## src/rtl/asram_pkg.sv

```systemverilog
package asram_pkg;

  typedef enum logic [2:0] {
    ST_IDLE,
    ST_RD,
    ST_TURN,
    ST_WR,
    ST_HOLD
  } asram_state_e;

  typedef struct packed {
    logic ce_n;
    logic we_n;
    logic oe_n;
    logic drive;
  } asram_strobe_t;

  // Strobe levels that belong to each phase of the sequence.
  function automatic asram_strobe_t strobes_for(asram_state_e s);
    asram_strobe_t r;
    r.ce_n  = 1'b1;
    r.we_n  = 1'b1;
    r.oe_n  = 1'b1;
    r.drive = 1'b0;
    case (s)
      ST_RD: begin
        r.ce_n = 1'b0;
        r.oe_n = 1'b0;
      end
      ST_WR: begin
        r.ce_n  = 1'b0;
        r.we_n  = 1'b0;
        r.drive = 1'b1;
      end
      ST_HOLD: r.drive = 1'b1;
      default: ;
    endcase
    return r;
  endfunction

  // Whole clock cycles covering a time in ns, never fewer than one.
  function automatic int unsigned cycles_for_ns(int unsigned ns, int unsigned clk_ns);
    int unsigned c;
    c = (ns + clk_ns - 1) / clk_ns;
    return (c == 0) ? 1 : c;
  endfunction

  function automatic int unsigned max_u(int unsigned a, int unsigned b);
    return (a > b) ? a : b;
  endfunction

  // A lane is selected on the memory side only in strobed phases.
  function automatic logic lanes_active(asram_state_e s);
    return (s == ST_RD) || (s == ST_WR);
  endfunction

endpackage

```

## src/rtl/asram_seq.sv

```systemverilog
module asram_seq
  import asram_pkg::*;
#(
  parameter int unsigned WE_CYC = 2,
  parameter int unsigned RD_CYC = 2,
  parameter int unsigned CNT_W  = 2
) (
  input  logic          clk,
  input  logic          rst_n,
  input  logic          req_i,
  input  logic          wr_i,
  output asram_state_e  state_d_o,
  output asram_strobe_t strobe_o,
  output logic          ready_o,
  output logic          accept_o,
  output logic          rd_capture_o
);

  asram_state_e  state_q, state_d;
  logic [CNT_W-1:0] cnt_q, cnt_d;
  asram_strobe_t strobe_q;
  logic          last_w;

  assign last_w = (cnt_q == '0);

  always_comb begin
    state_d = state_q;
    cnt_d   = last_w ? cnt_q : cnt_q - 1'b1;
    case (state_q)
      ST_IDLE: begin
        if (req_i) begin
          state_d = wr_i ? ST_TURN : ST_RD;
          cnt_d   = wr_i ? '0 : CNT_W'(RD_CYC - 1);
        end
      end
      ST_RD:   if (last_w) state_d = ST_IDLE;
      ST_TURN: begin
        state_d = ST_WR;
        cnt_d   = CNT_W'(WE_CYC - 1);
      end
      ST_WR:   if (last_w) state_d = ST_HOLD;
      ST_HOLD: state_d = ST_IDLE;
      default: state_d = ST_IDLE;
    endcase
  end

  always_ff @(posedge clk or negedge rst_n) begin
    if (!rst_n) begin
      state_q  <= ST_IDLE;
      cnt_q    <= '0;
      strobe_q <= strobes_for(ST_IDLE);
    end else begin
      state_q  <= state_d;
      cnt_q    <= cnt_d;
      strobe_q <= strobes_for(state_d);
    end
  end

  assign state_d_o    = state_d;
  assign strobe_o     = strobe_q;
  assign ready_o      = (state_q == ST_IDLE);
  assign accept_o     = (state_q == ST_IDLE) && req_i;
  assign rd_capture_o = (state_q == ST_RD) && last_w;

endmodule

```

## src/rtl/asram_lanes.sv

```systemverilog
module asram_lanes #(
  parameter int unsigned LANES  = 2,
  parameter int unsigned LANE_W = 8
) (
  input  logic                    clk,
  input  logic                    rst_n,
  input  logic                    load_i,
  input  logic [LANES-1:0]        mask_i,
  input  logic                    active_nx_i,
  input  logic                    capture_i,
  input  logic [LANES*LANE_W-1:0] dq_i,
  output logic [LANES-1:0]        be_n_o,
  output logic [LANES*LANE_W-1:0] rdata_o,
  output logic                    rvalid_o
);

  for (genvar l = 0; l < LANES; l++) begin : g_lane
    logic              mask_q;
    logic              mask_nx;
    logic              be_n_q;
    logic [LANE_W-1:0] rd_q;

    assign mask_nx = load_i ? mask_i[l] : mask_q;

    always_ff @(posedge clk or negedge rst_n) begin
      if (!rst_n) begin
        mask_q <= 1'b0;
        be_n_q <= 1'b1;
        rd_q   <= '0;
      end else begin
        mask_q <= mask_nx;
        be_n_q <= ~(active_nx_i & mask_nx);
        if (capture_i) rd_q <= mask_q ? dq_i[l*LANE_W +: LANE_W] : '0;
      end
    end

    assign be_n_o[l]                    = be_n_q;
    assign rdata_o[l*LANE_W +: LANE_W] = rd_q;
  end

  always_ff @(posedge clk or negedge rst_n) begin
    if (!rst_n) rvalid_o <= 1'b0;
    else        rvalid_o <= capture_i;
  end

endmodule

```

## src/rtl/asram_wpath.sv

```systemverilog
module asram_wpath #(
  parameter int unsigned ADDR_W = 15,
  parameter int unsigned DATA_W = 16
) (
  input  logic              clk,
  input  logic              rst_n,
  input  logic              load_i,
  input  logic [ADDR_W-1:0] addr_i,
  input  logic [DATA_W-1:0] wdata_i,
  output logic [ADDR_W-1:0] addr_o,
  output logic [DATA_W-1:0] wdata_o
);

  always_ff @(posedge clk or negedge rst_n) begin
    if (!rst_n) begin
      addr_o  <= '0;
      wdata_o <= '0;
    end else if (load_i) begin
      addr_o  <= addr_i;
      wdata_o <= wdata_i;
    end
  end

endmodule

```

## src/rtl/asram_bridge.sv

```systemverilog
module asram_bridge
  import asram_pkg::*;
#(
  parameter int unsigned ADDR_W  = 15,
  parameter int unsigned LANE_W  = 8,
  parameter int unsigned LANES   = 2,
  parameter int unsigned CLK_NS  = 10,
  parameter int unsigned T_WP_NS = 20,
  parameter int unsigned T_RD_NS = 20
) (
  input  logic                    clk,
  input  logic                    rst_n,
  input  logic                    req_i,
  input  logic                    wr_i,
  input  logic [ADDR_W-1:0]       addr_i,
  input  logic [LANES*LANE_W-1:0] wdata_i,
  input  logic [LANES-1:0]        mask_i,
  output logic                    ready_o,
  output logic [LANES*LANE_W-1:0] rdata_o,
  output logic                    rvalid_o,
  output logic [ADDR_W-1:0]       sram_addr_o,
  output logic                    sram_ce_n_o,
  output logic                    sram_we_n_o,
  output logic                    sram_oe_n_o,
  output logic [LANES-1:0]        sram_be_n_o,
  output logic [LANES*LANE_W-1:0] sram_dq_o,
  output logic                    sram_dq_oe_o,
  input  logic [LANES*LANE_W-1:0] sram_dq_i
);

  localparam int unsigned DATA_W = LANES * LANE_W;
  localparam int unsigned WE_CYC = cycles_for_ns(T_WP_NS, CLK_NS);
  localparam int unsigned RD_CYC = cycles_for_ns(T_RD_NS, CLK_NS);
  localparam int unsigned CNT_W  = $clog2(max_u(WE_CYC, RD_CYC) + 1);

  asram_state_e  state_d_w;
  asram_strobe_t strobe_w;
  logic          accept_w;
  logic          rd_capture_w;
  logic          active_nx_w;

  asram_seq #(
    .WE_CYC(WE_CYC),
    .RD_CYC(RD_CYC),
    .CNT_W (CNT_W)
  ) u_seq (
    .clk         (clk),
    .rst_n       (rst_n),
    .req_i       (req_i),
    .wr_i        (wr_i),
    .state_d_o   (state_d_w),
    .strobe_o    (strobe_w),
    .ready_o     (ready_o),
    .accept_o    (accept_w),
    .rd_capture_o(rd_capture_w)
  );

  assign active_nx_w = lanes_active(state_d_w);

  asram_lanes #(
    .LANES (LANES),
    .LANE_W(LANE_W)
  ) u_lanes (
    .clk        (clk),
    .rst_n      (rst_n),
    .load_i     (accept_w),
    .mask_i     (mask_i),
    .active_nx_i(active_nx_w),
    .capture_i  (rd_capture_w),
    .dq_i       (sram_dq_i),
    .be_n_o     (sram_be_n_o),
    .rdata_o    (rdata_o),
    .rvalid_o   (rvalid_o)
  );

  asram_wpath #(
    .ADDR_W(ADDR_W),
    .DATA_W(DATA_W)
  ) u_wpath (
    .clk    (clk),
    .rst_n  (rst_n),
    .load_i (accept_w),
    .addr_i (addr_i),
    .wdata_i(wdata_i),
    .addr_o (sram_addr_o),
    .wdata_o(sram_dq_o)
  );

  assign sram_ce_n_o  = strobe_w.ce_n;
  assign sram_we_n_o  = strobe_w.we_n;
  assign sram_oe_n_o  = strobe_w.oe_n;
  assign sram_dq_oe_o = strobe_w.drive;

endmodule

```

## config.mk

```make
export PLATFORM = sky130hd
export DESIGN_NAME = asram_bridge
export DESIGN_NICKNAME = d
export VERILOG_FILES = /design/src/rtl/asram_pkg.sv /design/src/rtl/asram_seq.sv /design/src/rtl/asram_lanes.sv /design/src/rtl/asram_wpath.sv /design/src/rtl/asram_bridge.sv
export SDC_FILE = /design/constraint.sdc
export NUM_CORES = 1
export LEC_CHECK = 0
export BUFFER_PORTS_ARGS = -buffer_cell sky130_fd_sc_hd__buf_2
export CORE_MARGIN = 2
export CORE_UTILIZATION = 50
export DETAILED_ROUTE_END_ITERATION = 7
export GPL_ROUTABILITY_DRIVEN = 0
export GPL_TIMING_DRIVEN = 0
export PLACE_DENSITY = 0.84
export SLEW_MARGIN = 20
export SYNTH_ARGS = -nofsm -noshare
export SYNTH_HDL_FRONTEND = slang
export SYNTH_HIERARCHICAL = 1
export SYNTH_SLANG_ARGS = --single-unit
```

## constraint.sdc

```tcl
create_clock -name clk -period 2.61 [get_ports clk]
set_input_delay 0.522 -clock clk [delete_from_list [all_inputs] [get_ports clk]]
set_output_delay 0.522 -clock clk [all_outputs]
set_load 0.05 [all_outputs]
```

==> reports/results.tsv, run 1 <==
stage	metric	value	unit
outcome	status	finished clean	
routing	DRC	0	
global_route	number of global-route vias before repair	1672	
place	port bufs	107	
setup_path	largest fanout on the critical path	10	
final_layout	area occupied by multi-input gates	696	um2
clock_network	CTS buffer count	9	
synth	register area share after synthesis	64.5	%
final_layout	Final nets	349	
setup_path	worst flop-to-flop path startpoint	u_seq/state_q[0]$_DFF_PN0_	
final_layout	antenna cell count	0	
global_route	initial antenna violation count	0	
clock_network	clk slew on worst S/H paths	70	ps
synth	Synth Net Count	231	
final_layout	fin cells	355	
clock_network	root buffer cell	clkbuf_8	
timing	RSZ-0062 raised after global routing	false	
global_route	first-pass GRT wire length	7.64	mm
synth	Mapped Cells	178	
setup_path	family with the most delay on the worst path	simple AND/OR/NAND/NOR gates	
floorplanning	Die Span X	73.0	um
timing	Slew Limit Fails	0	
timing	Setup TNS	0	ps
routing	Detail Route Antenna Nets	0	
final_layout	layout cells sized above 1	57.5	%
routing	drt wl/cell	13.5	um
setup_path	critical path arrival	2190	ps
synth	Mean Syn Cell Area	13.4	um2
clock_network	Skew-Pair Late Insertion Delay	330	ps
setup_path	CP Data Required Time	2860	ps
routing	DRT Pass-1 Iters	4	
final_layout	Reg area	0.00153	mm2
timing	Max Fclk	0.514	GHz
setup_path	CP Class	reg -> reg	
routing	DR vias/cell	4.95	
clock_network	CTS tree	yes	
clock_network	Gates resized, CTS repair	0	
timing	Slew headroom	50.6	%
place	HPWL after DPL	3.44	mm
floorplanning	io pins	108	
floorplanning	# rows	25	
routing	vias	1757	
setup_path	Slowest-stage cell, CP	nor3_1	
synth	YS warnings	6	
global_route	gr usage total	19.2	%
setup_path	worst reg2reg path endpoint	u_lanes/g_lane[1].rd_q[3]$_DFFE_PN0P_	
global_route	pin count of the biggest net entering global routing	62	
final_layout	Filler cells	353	
setup_path	CP Depth	5	
timing	final setup vio count	0	
clock_network	hold_buf cts	0	
synth	post-synthesis register bit count	61	
global_route	gr ovfl total	0	
setup_path	CP endpoint kind	register	
final_layout	post-route design area	0.00323	mm2
final_layout	Area growth syn-to-layout	35.7	%
timing	Final Hold Viols	0	
clock_network	number of setup buffers added after CTS	0	
setup_path	CP Launch Point	u_seq/state_q[0]$_DFF_PN0_	
timing	crit path time final	1950	ps
clock_network	Clock Sinks	61	
place	area post-placement	0.00298	mm2
hold_path	HP Class	in -> async	
setup_path	crit path cell chain	or3b_1 -> nor3_1 -> buf_2 -> nand3_1 -> o21ai_0	
floorplanning	DIE AREA	0.00532	mm2
clock_network	H-tree depth	3	
setup_path	Buf+Inv Stages, Crit Path	1	
clock_network	clock buffer depth	2	
job	Max Cap Violations	0	
setup_path	R2R Setup Slk	660	ps
routing	final wirelength	4.80	mm
floorplanning	Die Ht	73.0	um
place	post-placement cell count	339	
timing	final period utilization	74.6	%
floorplanning	core footprint	0.00466	mm2
routing	Iter 0 DRT Violations	89	
synth	Cell variety after synth	24	
timing	Worst Max-Slew Pin Slew	741	ps
setup_path	CP max stage delay	510	ps
floorplanning	initial core utilization	51.0	%
setup_path	Worst setup SP type	register	
timing	Clock Skew	10.2	ps
synth	synthesized area	0.00238	mm2
setup_path	r2r worst-path depth	5	
setup_path	crit path to	u_lanes/g_lane[1].rd_q[3]$_DFFE_PN0P_	
## synthesized netlist by cell type, drive strengths merged
master / number / area (um2)
nor3: 4 / 20.0
o21ai: 18 / 90.1
inv: 16 / 60.1
a211o: 1 / 8.76
dfrtp: 56 / 1400
or3: 1 / 6.26
and3: 1 / 6.26
nor2: 1 / 3.75
nor2b: 3 / 26.3
or3b: 1 / 8.76
nor3b: 1 / 12.5
nand2: 4 / 15.0
nand3: 16 / 80.1
buf: 10 / 88.8
a21oi: 1 / 5.00
nand2b: 3 / 18.8
and2: 2 / 12.5
mux2: 33 / 375
nor4: 1 / 6.26
dfstp: 5 / 131
## kinds of logic after synthesis
family,after synthesis,share of synthesized area (%)
buffers and inverters,26,6.26
AO/OA/AOI/OAI,20,4.37
multiplexers,33,15.8
AND/OR/NAND/NOR,38,9.11
flip-flops,61,64.5
## cells in the final DEF, fill, tap and decap left out, types with 5 or more instances in the layout
cell type  Yosys  layout
dfrtp_1       56      56
nand3_1       16      16
o21ai_0       18      18
buf_6          5       5
mux2_2        32      32
dfstp_2        5       5
clkbuf_8       0      13
buf_2          2     108
inv_1         16      16
## layout make-up
cell class / instances / share of cell area [%]
plain buffers: 10 / 2.75
multi-input cells: 91 / 21.6
repair buffers: 107 / 16.7
flip-flops and latches: 61 / 47.5
inverters: 16 / 1.86
clock buffers: 13 / 5.54
clock inverters: 3 / 2.02
well taps: 54 / 2.09
## how the worst min path moves through the flow
| stage | start | to | slack, ps | cells after the start |
|---|---|---|---|---|
| 3_5_place_dp | u_wpath/wdata_o[15]$_DFFE_PN0P_ | u_wpath/wdata_o[15]$_DFFE_PN0P_ | 490 | 1 |
| 3_3_place_gp | u_wpath/wdata_o[4]$_DFFE_PN0P_ | u_wpath/wdata_o[4]$_DFFE_PN0P_ | 480 | 1 |
| 4_1_cts | rst_n | u_wpath/addr_o[2]$_DFFE_PN0P_ | 280 | 1 |
| 5_1_grt | rst_n | u_wpath/addr_o[1]$_DFFE_PN0P_ | 320 | 1 |
| 6_report | rst_n | u_wpath/addr_o[1]$_DFFE_PN0P_ | 250 | 1 |
| 2_1_floorplan | rst_n | u_lanes/g_lane[0].mask_q$_DFF_PN0_ | 230 | 0 |
## flip-flops by register name, summed over array words and instances (netlist names)
| register | cells |
|---|---|
| u_wpath/addr_o | 15 |
| u_seq/strobe_o | 4 |
| u_lanes/g_lane.be_n_q | 2 |
| u_lanes/g_lane.rd_q | 16 |
| u_lanes/rvalid_o | 1 |
| u_seq/cnt_q | 2 |
| u_lanes/g_lane.mask_q | 2 |
| u_seq/state_q | 3 |
| u_wpath/wdata_o | 16 |
## routing by layer
layer  vias to the layer above  track usage, %  share of wire (%)
met5                         -               0                  0
met4                         0            9.26                1.4
met3                         7            5.39                7.4
met2                        86            31.4                 49
met1                       827            23.5                 43
li1                        837               -                  -
## per-stage QoR
| stage | util, % | setup WS [ps] | hold WS [ps] |
|---|---|---|---|
| after floorplan | - | 13.0 | 226 |
| after global placement | 63.9 | 704 | 483 |
| after detailed placement | 64.0 | 653 | 490 |
| after CTS | 69.2 | 635 | 277 |
| after global routing | 69.2 | 431 | 318 |
| final | 69.2 | 664 | 252 |
Power of run 1 is left out: the tool's default activity adds up to more than one toggle a clock period on the data nets, which glitch-free logic cannot reach.
==> run 2, diff against run 1 <==
CORE_UTILIZATION = 46   (was 50)
PLACE_DENSITY = 0.79   (was 0.84)
clock period = 2 ns   (was 2.61 ns; I/O delays follow)
==> run 2 against run 1 <==
  * Register-to-register slack got worse by 400 ps
  * Global-route usage fell by 2.8 points
  * Maximum frequency rose by 12%
  * Routed wire length fell by 3.6%
  * Non-clock buffer count did not move
  * Clock skew fell by 4.8 ps
  * Via count fell by 1.9%
  * Die area rose by 8.2%
  * Clock-buffer cell count fell by 2
  * Critical path type unchanged
  * Largest cell class unchanged
  * Highest routed layer unchanged
==> reports/results.tsv, run 2 (synthesis gave the netlist of run 1 again) <==
stage	metric	value	unit	change
outcome	status	finished clean		
floorplanning	Die Span X	75.9	um	+4.0%
clock_network	number of setup buffers added after CTS	0		unchanged
final_layout	post-route design area	0.00321	mm2	-0.50%
final_layout	final core utilization	63.7	%	-5.6 points
routing	Detail Route Antenna Nets	0		unchanged
timing	final period utilization	86.9	%	+12 points
global_route	gr ovfl total	0		unchanged
routing	drt wl/cell	12.5	um	-7.7%
clock_network	H-tree depth	3		unchanged
final_layout	Top Registers	u_lanes/g_lane.rd_q: 16 flops, u_wpath/wdata_o: 16 flops, u_wpath/addr_o: 15 flops		
timing	Max Fclk	0.576	GHz	+12%
timing	Setup TNS	0	ps	unchanged
floorplanning	initial core utilization	47.1	%	-3.9 points
clock_network	CTS tree	yes		
hold_path	HP Class	in -> async		
clock_network	clk slew on worst S/H paths	70	ps	about the same
timing	final setup vio count	0		unchanged
timing	Worst Max-Slew Pin Slew	741	ps	+0.143 ps
global_route	gr usage total	16.4	%	-2.8 points
timing	Slew headroom	50.6	%	about the same
global_route	first-pass GRT wire length	6.91	mm	-9.5%
routing	vias	1724		-1.9%
setup_path	CP endpoint kind	register		
place	port bufs	107		unchanged
final_layout	commonest non-fill, non-tap cell in the layout	buf_2		
clock_network	Skew-Pair Late Insertion Delay	320	ps	about the same
clock_network	CTS buffer count	9		unchanged
setup_path	family with the most delay on the worst path	simple AND/OR/NAND/NOR gates		
floorplanning	DIE AREA	0.00576	mm2	+8.2%
routing	DR vias/cell	4.65		-6.1%
floorplanning	Die Ht	75.9	um	+4.0%
setup_path	Buf+Inv Stages, Crit Path	1		unchanged
timing	Slew Limit Fails	0		unchanged
floorplanning	# rows	26		+4.0%
floorplanning	core footprint	0.00504	mm2	+8.2%
routing	final wirelength	4.63	mm	-3.6%
setup_path	Slowest-stage cell, CP	dfrtp_1		
global_route	pin count of the biggest net entering global routing	62		unchanged
clock_network	root buffer cell	clkbuf_8		
job	Max Cap Violations	0		unchanged
final_layout	antenna cell count	0		unchanged
final_layout	Final nets	349		unchanged
setup_path	crit path cell chain	nor3_4 -> and2_1 -> buf_6 -> mux2_2		
timing	Clock Skew	5.47	ps	-4.76 ps
timing	crit path time final	1740	ps	-209 ps
final_layout	area occupied by multi-input gates	712	um2	+2.3%
routing	Iter 0 DRT Violations	29		-67%
clock_network	Gates resized, CTS repair	0		unchanged
setup_path	critical path arrival	1940	ps	-250 ps
final_layout	Reg area	0.00153	mm2	unchanged
final_layout	layout cells sized above 1	57.8	%	+0.33 points
floorplanning	io pins	108		unchanged
routing	DRC	0		unchanged
global_route	number of global-route vias before repair	1573		-5.9%
place	HPWL after DPL	3.31	mm	-3.7%
setup_path	CP Data Required Time	2200	ps	-660 ps
final_layout	most frequent cells in the layout	buf_2, dfrtp_1, mux2_2		
final_layout	Area growth syn-to-layout	35.1	%	
global_route	initial antenna violation count	0		unchanged
setup_path	CP max stage delay	470	ps	-40 ps
place	area post-placement	0.00301	mm2	+1.0%
timing	Final Hold Viols	0		unchanged
setup_path	CP Class	reg -> reg		
setup_path	largest fanout on the critical path	10		unchanged
clock_network	Clock Sinks	61		unchanged
setup_path	Worst setup SP type	register		
routing	DRT Pass-1 Iters	4		unchanged
final_layout	Filler cells	402		+14%
clock_network	clock buffer depth	2		unchanged
timing	RSZ-0062 raised after global routing	false		
clock_network	hold_buf cts	0		unchanged
==> run 2: changes by cell type in the layout (fill, tap and decap cells not counted), sizes merged <==
cell    before  now
bufinv       2    1
clkbuf      13   11
clkinv       1    4
==> run 2: worst register-to-register path, stage by stage (launching register included) <==
cell	delay [ps]
dfrtp_1	470
nor3_4	210
and2_1	390
buf_6	220
mux2_2	340
==> run 2: final cells by class <==
type	instances	share of cell area [%]
inverter	16	1.87
multi-input combinational	91	22.2
sequential	61	47.7
clock buffer	11	4.40
clock inverter	5	1.56
timing repair buffer	107	16.8
tap	70	2.73
buffer	10	2.77
==> run 2: layer usage <==
layer	up-vias	global-route usage, %	routed length [um]
met2	63	27.5	2280
li1	840	-	-
met1	817	18.8	2010
met3	4	4.10	277
met4	0	9.94	58
met5	-	0	0
==> run 2: final timing paths <==
check	start	endpoint	slack, ps	cells after the start
max in group asynchronous	rst_n	u_lanes/g_lane[0].rd_q[4]$_DFFE_PN0P_	1360	1
hold reg to reg	u_wpath/wdata_o[0]$_DFFE_PN0P_	u_wpath/wdata_o[0]$_DFFE_PN0P_	500	1
min in group clk	addr_i[12]	u_wpath/addr_o[12]$_DFFE_PN0P_	310	2
hold / removal	rst_n	u_seq/strobe_o[0]$_DFF_PN0_	140	1
setup / recovery	u_seq/state_q[0]$_DFF_PN0_	u_wpath/addr_o[3]$_DFFE_PN0P_	260	4
setup reg to reg	u_seq/state_q[0]$_DFF_PN0_	u_wpath/addr_o[3]$_DFFE_PN0P_	260	4
==> run 2: stage by stage <==
stage	setup WS [ps]	hold slack (ps)	cells
after CTS	25.2	163	371
after global placement	63.6	484	355
after global routing	110	195	371
final	263	136	371
after floorplan	72.3	104	178
after detailed placement	53.8	490	355
Power of run 2 is left out for the same reason.
==> run 3, diff against run 2 <==
CORE_UTILIZATION = 48   (was 46)
CTS_BUF_LIST = sky130_fd_sc_hd__clkbuf_2 sky130_fd_sc_hd__clkbuf_4 sky130_fd_sc_hd__clkbuf_8   (was not set)
PLACE_DENSITY = 0.82   (was 0.79)
==> run 3 against run 2 <==
  * Die area is 4.0% lower
  * Critical path depth did not move
  * Largest cell class unchanged
  * Register-to-register slack got worse by 50 ps
  * Maximum frequency is 2.6% lower
  * Cell count decreased by 0.81%
  * First-iteration DRC count increased to 2.8 times the previous value
==> reports/results.tsv, run 3 (synthesis gave the netlist of run 1 again) <==
stage	metric	value	unit	change
place	port bufs	107		unchanged
setup_path	largest fanout on the critical path	10		unchanged
final_layout	fin cells	368		-0.81%
timing	Slew headroom	51.6	%	+1.0 points
timing	Setup TNS	0	ps	unchanged
timing	RSZ-0062 raised after global routing	false		
global_route	met3 usage	5.96	%	+1.9 points
clock_network	hold_buf cts	0		unchanged
floorplanning	initial core utilization	50.0	%	+2.9 points
final_layout	most frequent cells in the layout	buf_2, dfrtp_1, mux2_2		
clock_network	clk slew on worst S/H paths	70	ps	about the same
timing	crit path time final	1780	ps	+46.6 ps
global_route	gr ovfl total	0		unchanged
setup_path	CP endpoint kind	register		
clock_network	Gates resized, CTS repair	1		+1
timing	Slew Limit Fails	0		unchanged
floorplanning	# rows	25		-3.8%
global_route	gr usage total	18.2	%	+1.8 points
clock_network	CTS tree	yes		
final_layout	Filler cells	376		-6.5%
routing	vias	1733		+0.52%
final_layout	Final nets	349		unchanged
floorplanning	DIE AREA	0.00553	mm2	-4.0%
place	post-placement cell count	352		-0.85%
global_route	number of global-route vias before repair	1674		+6.4%
setup_path	CP Class	reg -> reg		
timing	Final Hold Viols	0		unchanged
global_route	GRT Max-Usage Layer	met2		
setup_path	r2r worst-path depth	4		unchanged
final_layout	Area growth syn-to-layout	34.9	%	about the same
clock_network	H-tree depth	3		unchanged
clock_network	clock buffer depth	2		unchanged
clock_network	Skew-Pair Late Insertion Delay	320	ps	about the same
setup_path	critical path arrival	1960	ps	+20 ps
final_layout	antenna cell count	0		unchanged
global_route	initial antenna violation count	0		unchanged
clock_network	root buffer cell	clkbuf_8		
timing	final period utilization	89.2	%	+2.3 points
routing	drt wl/cell	13.5	um	+8.1%
final_layout	layout cells sized above 1	58.1	%	+0.33 points
setup_path	CP Data Required Time	2180	ps	-20 ps
timing	Clock Skew	7.09	ps	+1.61 ps
global_route	met2 usage	32.1	%	+4.6 points
global_route	pin count of the biggest net entering global routing	62		unchanged
routing	DRC	0		unchanged
place	HPWL after DPL	3.55	mm	+7.2%
global_route	GRT met1 Usage	19.9	%	+1.2 points
timing	Max Fclk	0.561	GHz	-2.6%
floorplanning	Die Span X	74.4	um	-2.0%
floorplanning	Die Ht	74.4	um	-2.0%
outcome	status	finished clean		
routing	final wirelength	4.97	mm	+7.2%
timing	final setup vio count	0		unchanged
timing	Worst Max-Slew Pin Slew	726	ps	-15.2 ps
routing	DRT Pass-1 Iters	4		unchanged
job	Max Cap Violations	0		unchanged
clock_network	number of setup buffers added after CTS	0		unchanged
routing	DR vias/cell	4.71		+1.3%
clock_network	CTS buffer count	9		unchanged
global_route	first-pass GRT wire length	7.44	mm	+7.6%
final_layout	Top Registers	u_lanes/g_lane.rd_q: 16 flops, u_wpath/wdata_o: 16 flops, u_wpath/addr_o: 15 flops		
hold_path	HP Class	in -> async		
clock_network	Clock Sinks	61		unchanged
floorplanning	core footprint	0.00475	mm2	-5.7%
floorplanning	io pins	108		unchanged
routing	Iter 0 DRT Violations	80		+180%
final_layout	commonest non-fill, non-tap cell in the layout	buf_2		
routing	Detail Route Antenna Nets	0		unchanged
setup_path	Worst setup SP type	register		
run 3: cell count changes in the layout (fill, tap and decap cells not counted):
cell	change
clkbuf_4	+3
bufinv_16	-1
clkinv_2	-3
clkbuf_8	+2
clkbuf_1	-1
run 3: routing by layer:
layer	share of wire, %	up-vias	wire length, um
li1	-	838	-
met1	41	817	2010
met2	50	71	2500
met3	7.8	7	389
met4	1.2	0	61
met5	0	-	0
run 3: final timing paths:
kind | slack (ps) | from | endpoint
min reg2reg | 500 | u_wpath/addr_o[0]$_DFFE_PN0P_ | u_wpath/addr_o[0]$_DFFE_PN0P_
max | 220 | u_seq/state_q[0]$_DFF_PN0_ | u_lanes/g_lane[0].rd_q[4]$_DFFE_PN0P_
min in group clk | 310 | wdata_i[4] | u_wpath/wdata_o[4]$_DFFE_PN0P_
min | 150 | rst_n | u_wpath/wdata_o[1]$_DFFE_PN0P_
max in group asynchronous | 1380 | rst_n | u_lanes/g_lane[0].rd_q[5]$_DFFE_PN0P_
max reg2reg | 220 | u_seq/state_q[0]$_DFF_PN0_ | u_lanes/g_lane[0].rd_q[4]$_DFFE_PN0P_
run 3: cell type report:
| type | count | area [um2] | share of cell area, % |
|---|---|---|---|
| Sequential cell | 61 | 1530 | 47.8 |
| Multi-Input combinational cell | 91 | 712 | 22.2 |
| Timing Repair Buffer | 107 | 538 | 16.8 |
| Clock buffer | 15 | 188 | 5.85 |
| Buffer | 10 | 88.8 | 2.77 |
| Tap cell | 67 | 83.8 | 2.61 |
| Inverter | 16 | 60.1 | 1.87 |
| Clock inverter | 1 | 5.00 | 0.156 |
run 3: per-stage QoR:
stage               area [um2]  setup slack (ps)  hold slack [ps]  util, %
detailed placement        3010              4.73              491     63.3
floorplan                 2390              72.3              104        -
CTS                       3210               210              170     67.5
global placement          3010              32.2              483     63.3
global route              3210              43.9              201     67.5
finish                    3210               216              151     67.5
run 3: critical path, stage by stage, from the launching register on:
cell and delay, ps:
dfrtp_1 490, or3b_1 420, nor3_2 320, buf_2 270, o21ai_0 150
Power of run 3 is left out for the same reason.
